--- src/rtl/brg_sec_pkg.sv ---
package brg_sec_pkg;
  localparam int REG_W   = 16;
  localparam int LANES   = REG_W / 8;
  localparam int N_EV    = 6;

  // status word: sticky flags that software clears by writing ones
  localparam logic [REG_W-1:0] STAT_W1C_MASK = 16'hF900;
  localparam int STAT_CAP66_BIT  = 5;
  localparam int STAT_FB2B_BIT   = 7;
  localparam int STAT_DEVSEL_LSB = 9;

  // control word
  localparam logic [REG_W-1:0] CTRL_IMPL_MASK = 16'h0FFF;
  localparam logic [REG_W-1:0] CTRL_RW_MASK   = 16'h0AFF;
  localparam int CTRL_SBR_BIT = 6;
  localparam int CTRL_DT_BIT  = 10;

  typedef enum logic [1:0] {
    DEVSEL_FAST   = 2'd0,
    DEVSEL_MEDIUM = 2'd1,
    DEVSEL_SLOW   = 2'd2
  } devsel_e;

  // event index -> status bit position
  function automatic int ev_pos(input int idx);
    return (idx == 0) ? 8 : (10 + idx);
  endfunction

  function automatic logic [REG_W-1:0] ev_expand(input logic [N_EV-1:0] ev);
    logic [REG_W-1:0] v;
    v = '0;
    for (int i = 0; i < N_EV; i++) v[ev_pos(i)] = ev[i];
    return v;
  endfunction
endpackage

--- src/rtl/brg_lane_dec.sv ---
module brg_lane_dec #(
  parameter int LANES = 2,
  parameter int CNT_W = 3
) (
  input  logic             off,
  input  logic [CNT_W-1:0] cnt,
  output logic [LANES-1:0] lane_en,
  output logic             full_word,
  output logic             multi_byte
);
  for (genvar i = 0; i < LANES; i++) begin : g_lane
    assign lane_en[i] = (i >= int'(off)) && (i < int'(off) + int'(cnt));
  end
  assign full_word  = !off && (int'(cnt) == LANES);
  assign multi_byte = int'(cnt) > 1;
endmodule

--- src/rtl/brg_sec_status.sv ---
module brg_sec_status
  import brg_sec_pkg::*;
#(
  parameter logic [REG_W-1:0] STAT_POR      = '0,
  parameter bit               CAP_66MHZ     = 1'b0,
  parameter bit               CAP_FB2B      = 1'b0,
  parameter logic [1:0]       DEVSEL_TIMING = DEVSEL_FAST
) (
  input  logic             clk,
  input  logic             rst,
  input  logic             wr_go,
  input  logic             full_word,
  input  logic [REG_W-1:0] wr_data,
  input  logic [N_EV-1:0]  ev_stat,
  output logic [REG_W-1:0] stat_view
);
  localparam logic [REG_W-1:0] CAPS =
      (REG_W'(CAP_66MHZ) << STAT_CAP66_BIT) |
      (REG_W'(CAP_FB2B)  << STAT_FB2B_BIT)  |
      (REG_W'(DEVSEL_TIMING) << STAT_DEVSEL_LSB);

  logic [REG_W-1:0] flags_q;
  logic [REG_W-1:0] clr_vec;
  logic [REG_W-1:0] set_vec;

  always_comb begin
    clr_vec = (wr_go && full_word) ? (wr_data & STAT_W1C_MASK) : '0;
    set_vec = ev_expand(ev_stat);
  end

  always_ff @(posedge clk) begin
    if (rst) flags_q <= STAT_POR & STAT_W1C_MASK;
    else     flags_q <= ((flags_q & ~clr_vec) | set_vec) & STAT_W1C_MASK;
  end

  assign stat_view = flags_q | CAPS;
endmodule

--- src/rtl/brg_bridge_ctrl.sv ---
module brg_bridge_ctrl
  import brg_sec_pkg::*;
#(
  parameter logic [REG_W-1:0] CTRL_POR = '0
) (
  input  logic             clk,
  input  logic             rst,
  input  logic             wr_go,
  input  logic [LANES-1:0] lane_en,
  input  logic             multi_byte,
  input  logic [REG_W-1:0] wr_data,
  input  logic             ev_discard,
  output logic [REG_W-1:0] ctrl_q
);
  logic [REG_W-1:0] wmask;
  logic [REG_W-1:0] nxt;
  logic             dt_clr;

  for (genvar l = 0; l < LANES; l++) begin : g_wm
    assign wmask[8*l +: 8] = (wr_go && lane_en[l]) ? CTRL_RW_MASK[8*l +: 8] : 8'h00;
  end

  always_comb begin
    dt_clr = wr_go && multi_byte && wr_data[CTRL_DT_BIT] && ctrl_q[CTRL_DT_BIT];
    nxt    = (ctrl_q & ~wmask) | (wr_data & wmask);
    if (ev_discard)  nxt[CTRL_DT_BIT] = 1'b1;
    else if (dt_clr) nxt[CTRL_DT_BIT] = 1'b0;
  end

  always_ff @(posedge clk) begin
    if (rst) ctrl_q <= CTRL_POR & CTRL_IMPL_MASK;
    else     ctrl_q <= nxt & CTRL_IMPL_MASK;
  end
endmodule

--- src/rtl/brg_rd_port.sv ---
module brg_rd_port #(
  parameter int W = 16
) (
  input  logic         clk,
  input  logic         rst,
  input  logic         rd_en,
  input  logic         rd_sel,
  input  logic [W-1:0] stat_view,
  input  logic [W-1:0] ctrl_view,
  output logic [W-1:0] rd_data
);
  always_ff @(posedge clk) begin
    if (rst)        rd_data <= '0;
    else if (rd_en) rd_data <= rd_sel ? ctrl_view : stat_view;
  end
endmodule

--- src/rtl/brg_sec_regs.sv ---
module brg_sec_regs
  import brg_sec_pkg::*;
#(
  parameter logic [15:0] STAT_POR      = 16'h0000,
  parameter logic [15:0] CTRL_POR      = 16'h0000,
  parameter bit          CAP_66MHZ     = 1'b0,
  parameter bit          CAP_FB2B      = 1'b0,
  parameter logic [1:0]  DEVSEL_TIMING = 2'd0
) (
  input  logic        clk,
  input  logic        rst,
  input  logic        wr_en,
  input  logic        wr_sel,
  input  logic        wr_off,
  input  logic [2:0]  wr_cnt,
  input  logic [15:0] wr_data,
  input  logic        rd_en,
  input  logic        rd_sel,
  output logic [15:0] rd_data,
  input  logic [5:0]  ev_stat,
  input  logic        ev_discard,
  output logic [15:0] ctrl_word,
  output logic        sec_bus_rst
);
  logic [LANES-1:0] lane_en;
  logic             full_word;
  logic             multi_byte;
  logic [REG_W-1:0] stat_view;
  logic [REG_W-1:0] ctrl_q;

  brg_lane_dec #(.LANES(LANES), .CNT_W(3)) u_dec (
    .off(wr_off), .cnt(wr_cnt), .lane_en(lane_en),
    .full_word(full_word), .multi_byte(multi_byte)
  );

  brg_sec_status #(
    .STAT_POR(STAT_POR), .CAP_66MHZ(CAP_66MHZ),
    .CAP_FB2B(CAP_FB2B), .DEVSEL_TIMING(DEVSEL_TIMING)
  ) u_stat (
    .clk(clk), .rst(rst), .wr_go(wr_en && !wr_sel), .full_word(full_word),
    .wr_data(wr_data), .ev_stat(ev_stat), .stat_view(stat_view)
  );

  brg_bridge_ctrl #(.CTRL_POR(CTRL_POR)) u_ctrl (
    .clk(clk), .rst(rst), .wr_go(wr_en && wr_sel), .lane_en(lane_en),
    .multi_byte(multi_byte), .wr_data(wr_data), .ev_discard(ev_discard),
    .ctrl_q(ctrl_q)
  );

  brg_rd_port #(.W(REG_W)) u_rd (
    .clk(clk), .rst(rst), .rd_en(rd_en), .rd_sel(rd_sel),
    .stat_view(stat_view), .ctrl_view(ctrl_q), .rd_data(rd_data)
  );

  assign ctrl_word   = ctrl_q;
  assign sec_bus_rst = ctrl_q[CTRL_SBR_BIT];
endmodule

--- config.mk ---
export PLATFORM = sky130hd
export DESIGN_NAME = brg_sec_regs
export DESIGN_NICKNAME = d
export VERILOG_FILES = /design/src/rtl/brg_sec_pkg.sv /design/src/rtl/brg_lane_dec.sv /design/src/rtl/brg_sec_status.sv /design/src/rtl/brg_bridge_ctrl.sv /design/src/rtl/brg_rd_port.sv /design/src/rtl/brg_sec_regs.sv
export SDC_FILE = /design/constraint.sdc
export NUM_CORES = 1
export LEC_CHECK = 0
export BUFFER_PORTS_ARGS = -buffer_cell sky130_fd_sc_hd__buf_2
export CAP_MARGIN = 20
export CELL_PAD_IN_SITES_DETAIL_PLACEMENT = 1
export CELL_PAD_IN_SITES_GLOBAL_PLACEMENT = 2
export CORE_ASPECT_RATIO = 0.7
export CORE_MARGIN = 5
export CORE_UTILIZATION = 30
export CTS_BUF_LIST = sky130_fd_sc_hd__clkbuf_4 sky130_fd_sc_hd__clkbuf_8 sky130_fd_sc_hd__clkbuf_16
export CTS_CLUSTER_SIZE = 20
export DETAILED_ROUTE_END_ITERATION = 10
export GPL_TIMING_DRIVEN = 0
export PLACE_DENSITY = 0.93
export SETUP_SLACK_MARGIN = 0.2
export SYNTH_ARGS = -nofsm -noshare
export SYNTH_HDL_FRONTEND = slang
export SYNTH_HIERARCHICAL = 1
export SYNTH_SLANG_ARGS = --single-unit
export TNS_END_PERCENT = 5
--- constraint.sdc ---
create_clock -name clk -period 3.06 [get_ports clk]
set_clock_uncertainty 0.2 [all_clocks]
set_input_delay 0.153 -clock clk [delete_from_list [all_inputs] [get_ports clk]]
set_output_delay 0.153 -clock clk [all_outputs]
set_load 0.005 [all_outputs]
==> impl_metrics.ini, run 1 <==
[layout]
n_fill_cell = 651
drive_gt1_share_pct = 34.8
fin_nets = 313
area_delta_synth_final_pct = 46.7
most-common-layout-cells = buf_2 (63), dfxtp_1 (33), dlygate4sd3_1 (24), nor2_1 (24)
layout_commonest_cell = buf_2
diodes = 0

[placement]
port-buffer-count = 59
hpwlAfterDp_um = 3590
gp_congestion = 0.705

[logic_synthesis]
synth_cells = 175
synthMuxAreaShare_pct = 9.63
synth_area_per_cell_um2 = 9.50
synth.distinct_cells = 26
synthAdderAreaFrac_pct = 1.50
synth-seq-area-share_pct = 39.7
synth_top_family_by_area = compound AO/OA/AOI/OAI gates
ys_ff_latch = 33
synth-compound-area-share_pct = 18.4
synth_area_um2 = 1660
synth-xor-area-share_pct = 0
synth-simple-area-share_pct = 17.5
yosys_warnings = 6

[power_and_ir_drop]
p_leak_nw = 1.19
p_per_area_nw_per_um2 = 424
ir_worst_vdd_uv = 167
p_total_w = 0.00103

[sta]
final_hold_viol_count = 0
finalSetupViolCount = 0
period_minus_slack_ps = 2120
worst_pin_slew_ps = 1020
fin_tns_setup_ps = 0
slew_headroom_pct = 31.3
fmax_mhz = 471
fin_crit_sh_pct = 69.4
slew_violations = 0
rsz0062_at_grt = false

[detailed_routing]
drc = 0
drtPass1Iterations = 4
drt-initial-drc-count = 33
drt-total-wl_um = 5090
dr_total_vias = 1609
wl_per_cell_um = 14.5
ant_nets = 0
vias_per_cell = 4.58

[worst_setup_path]
arrival_ps = 2090
critical_path.n_buffers_inverters = 2
critPathRequiredTime_ps = 3020
path_max_fanout = 6
worstSetupEndpointType = flop
max_stage_delay_ps = 880
ff2ff_path_depth = 3
crit_type = in -> reg
path_delay_family = simple AND/OR/NAND/NOR gates
crit_chain = buf_2 > nor4b_1 > and4b_1 > nor3_1 > dlygate4sd3_1
cp_num_cells = 5
cp_slowest_cell = nor4b_1
cp-start-kind = input port

[clock_tree]
cts_hold_buffers = 24
cts_buffer_depth = 2
tritoncts = yes
cts_resized = 0
clock-sinks = 33
root_buffer = clkbuf_8
cts_buffers = 5
h-tree-depth = 2
postCtsSetupRepairBufs = 0
clkTransAtPathRegs_ps = 70
insertion_delay_ps = 280

[hold_path]
holdPathStages = 3
min_path_type = in -> reg

[floorplan]
fp.dieW_um = 99.0
rows = 22
fp.dieH_um = 72.3
io_pins = 66
coreArea_um2 = 5310
start_util_pct = 31.3
die-area_um2 = 7160

[grt]
grt_max_degree = 11
gr-total-overflow = 0
grt_pass1_vias = 1617
grt_pass1_wl_um = 8300
track_usage_pct = 14.6
antenna_found_initial = 0

[status]
outcome = completed

[flow_run]
max_cap_viol_count = 0
[cell type report]
cell class / count / area, um2 / area share, %
Sequential cell: 33 / 661 / 27.1
Timing Repair Buffer: 83 / 536 / 22.0
Buffer: 28 / 213 / 8.72
Tap cell: 72 / 90.1 / 3.69
Multi-Input combinational cell: 127 / 838 / 34.4
Clock inverter: 1 / 5.00 / 0.205
Clock buffer: 7 / 96.3 / 3.95
[Yosys cell counts]
cell | count | share of area, %
dfxtp_1 | 33 | 40
nor2_1 | 24 | 5.4
a211oi_1 | 16 | 7.2
buf_4 | 16 | 7.2
mux2i_1 | 16 | 9.6
a21bo_1 | 10 | 6.0
nand3_1 | 10 | 3.0
a21oi_1 | 9 | 2.7
nor3_1 | 8 | 2.4
and4b_1 | 7 | 4.2
buf_2 | 4 | 1.2
clkbuf_1 | 4 | 0.90
a21oi_2 | 2 | 1.1
buf_6 | 2 | 1.4
conb_1 | 2 | 0.45
ha_1 | 2 | 1.5
a2111oi_2 | 1 | 0.90
and2_2 | 1 | 0.45
and2b_2 | 1 | 0.53
buf_12 | 1 | 1.2
buf_8 | 1 | 0.90
nand2_1 | 1 | 0.23
nor4_1 | 1 | 0.38
nor4b_1 | 1 | 0.53
o21bai_1 | 1 | 0.45
or2_2 | 1 | 0.38
[path summary, 6_finish.rpt]
kind	startpoint	end	slack (ps)
max	wr_cnt[2]	u_stat/stat_view[8]$_SDFF_PP0_	940
min	rd_en	u_rd/rd_data[14]$_SDFFE_PP0P_	10
max reg2reg	u_stat/stat_view[11]$_SDFF_PP0_	u_stat/stat_view[11]$_SDFF_PP0_	1700
min reg2reg	u_rd/rd_data[2]$_SDFFE_PP0P_	u_rd/rd_data[2]$_SDFFE_PP0P_	280
[logic make-up after synthesis]
kind of cell	count (synthesis)
simple gates	55
compound gates	39
fa+ha+maj	2
flops	33
buf+inv	28
mux	16
other cells	2
[report_power, final]
| group | switching (W) | internal, W |
|---|---|---|
| sequential | 0.0000148 | 0.000456 |
| combinational | 0.0000905 | 0.000109 |
| clock | 0.000159 | 0.000203 |
| total | 0.000265 | 0.000768 |
[tightest hold or removal path, cell delays in order]
cell	delay (ps)
buf_2	120
nor2_1	110
a211oi_1	60
[metrics by stage]
step / setup WS, ps / utilization, % / instances / area, um2 / hold WS (ps)
5_1_grt: 816 / 45.9 / 351 / 2440 / 43.2
4_1_cts: 955 / 45.9 / 351 / 2440 / 9.67
3_3_place_gp: 927 / 39.5 / 319 / 2100 / 212
2_1_floorplan: 1140 / - / 188 / 1710 / 31.8
3_5_place_dp: 866 / 39.5 / 319 / 2100 / 219
6_report: 936 / 45.9 / 351 / 2440 / 11.4
[layer usage]
| layer | GRT usage [%] | part of all wire [%] |
|---|---|---|
| met4 | 3.03 | 1.2 |
| met2 | 24.9 | 47 |
| met3 | 4.03 | 5.7 |
| met5 | 0 | 0 |
| met1 | 18.6 | 46 |
No activity file was read; power rests on OpenSTA's default activity.
==> run 2: changes to the inputs <==
CORE_UTILIZATION = 28   (was 30)
PLACE_DENSITY = 0.89   (was 0.93)
clock period = 2.2 ns   (was 3.06 ns; I/O delays follow)
==> run 2 against run 1 <==
Net effect:
- routed wire length shrank 0.33%
- sequential power grew 39%
- total power is 36% higher
- largest power group unchanged
- cell area up 0.31%
- global-route usage shrank 0.60 points
- critical path depth increased by 4
- sequential cell count did not move
==> impl_metrics.ini, run 2 (synthesized netlist as in run 1, its figures left out) <==
[status]
outcome = completed

[grt]
track_usage_pct = 14.0
grt_pass1_vias = 1687
gr-total-overflow = 0
grt_pass1_wl_um = 8110
antenna_found_initial = 0
grt_max_degree = 11

[detailed_routing]
drt-total-wl_um = 5080
ant_nets = 0
highest-signal-layer = met4
wl_met2_um = 2310
drtPass1Iterations = 4
m1WireLength_um = 2370
wl_per_cell_um = 14.3
wl_met3_um = 306
dr_total_vias = 1631
drt-initial-drc-count = 54
drc = 0
vias_per_cell = 4.59

[clock_tree]
root_buffer = clkbuf_8
postCtsSetupRepairBufs = 0
h-tree-depth = 2
cts_buffer_depth = 2
cts_resized = 0
tritoncts = yes
clock-sinks = 33
insertion_delay_ps = 280
cts_buffers = 5
clkTransAtPathRegs_ps = 70
cts_hold_buffers = 25

[hold_path]
min_path_type = in -> reg

[layout]
fin_nets = 315
diodes = 0
layout_commonest_cell = buf_2
drive_gt1_share_pct = 34.6
area_delta_synth_final_pct = 47.1
most-common-layout-cells = buf_2 (64), dfxtp_1 (33), dlygate4sd3_1 (25)
finalInstanceArea_um2 = 2450

[sta]
holdWs_ps = 28.1
finalSetupViolCount = 0
rsz0062_at_grt = false
slew_violations = 0
slew_headroom_pct = 60.2
worst_pin_slew_ps = 598
fin_tns_setup_ps = 0
fin_ws_ps = 393
fmax_mhz = 554
final_hold_viol_count = 0
fin_crit_sh_pct = 82.1
period_minus_slack_ps = 1810

[worst_setup_path]
path_max_fanout = 10
startpoint = wr_off
critPathRequiredTime_ps = 2210
r2r_slack_ps = 860
crit_type = in -> reg
worstSetupEndpointType = flop
timing.rr.end = u_stat/stat_view[14]$_SDFF_PP0_
cp-start-kind = input port
regToRegStartpoint = u_stat/stat_view[14]$_SDFF_PP0_
ff2ff_path_depth = 3
arrival_ps = 1820

[flow_run]
max_cap_viol_count = 0

[floorplan]
io_pins = 66
fp.dieW_um = 102
start_util_pct = 28.9
coreArea_um2 = 5760
rows = 23
die-area_um2 = 7600
fp.dieH_um = 74.5

[placement]
dpl_worst_slack_ps = 104
gp_congestion = 0.742
hpwlAfterDp_um = 3710
placed_area_um2 = 2110
port-buffer-count = 59

[power_and_ir_drop]
p_per_area_nw_per_um2 = 574
p_leak_nw = 1.19
ir_worst_vdd_uv = 213
## run 2: changes by cell type in the layout (fill, tap and decap cells not counted)
cell           previous run  this run
dlygate4sd3_1            24        25
clkbuf_4                  0         1
clkinv_2                  1         0
buf_2                    63        64
clkbuf_8                  7         6
## run 2: layout make-up
| class | instances | area [um2] |
|---|---|---|
| clock buffers | 7 | 90.1 |
| fillers | 709 | 3310 |
| flip-flops and latches | 33 | 661 |
| multi-input cells | 127 | 838 |
| repair buffers | 85 | 551 |
| plain buffers | 28 | 213 |
| well taps | 75 | 93.8 |
## run 2: metrics by stage
step	utilization, %	power, W	std cells
floorplan	-	0.000811	188
global placement	36.5	0.000904	322
detailed placement	36.6	0.000909	323
CTS	42.5	0.00142	355
global route	42.5	0.00148	355
finish	42.5	0.00141	355
## run 2: layer usage
metal | GRT usage, % | vias up
met5 | 0 | -
met4 | 4.95 | 0
met3 | 3.56 | 9
met2 | 24.0 | 46
met1 | 17.2 | 766
li1 | - | 810
## run 2: worst min path at each step
stage	from	endpoint	slack, ps	cells after the start
final	rd_sel	u_rd/rd_data[3]$_SDFFE_PP0P_	30	3
after global routing	rd_sel	u_rd/rd_data[2]$_SDFFE_PP0P_	40	3
after CTS	rd_sel	u_rd/rd_data[3]$_SDFFE_PP0P_	20	3
after detailed placement	wr_data[1]	flop	170	3
after global placement	wr_data[1]	flop	170	3
after floorplan	rst	u_stat/stat_view[11]$_SDFF_PP0_	-10	1
## run 2: report_power, final
part           internal [W]  switching (W)  leakage [nW]
combinational      0.000153       0.000126         0.873
clock              0.000261       0.000212        0.0477
sequential         0.000634      0.0000202         0.273
total               0.00105       0.000358          1.19
## run 2: critical path: stages
cell and delay (ps):
buf_2 120, ha_1 230, ha_1 330, a2111oi_2 340, nor3_1 100, buf_6 150, buf_8 130, a21bo_1 200
a21oi_2 120
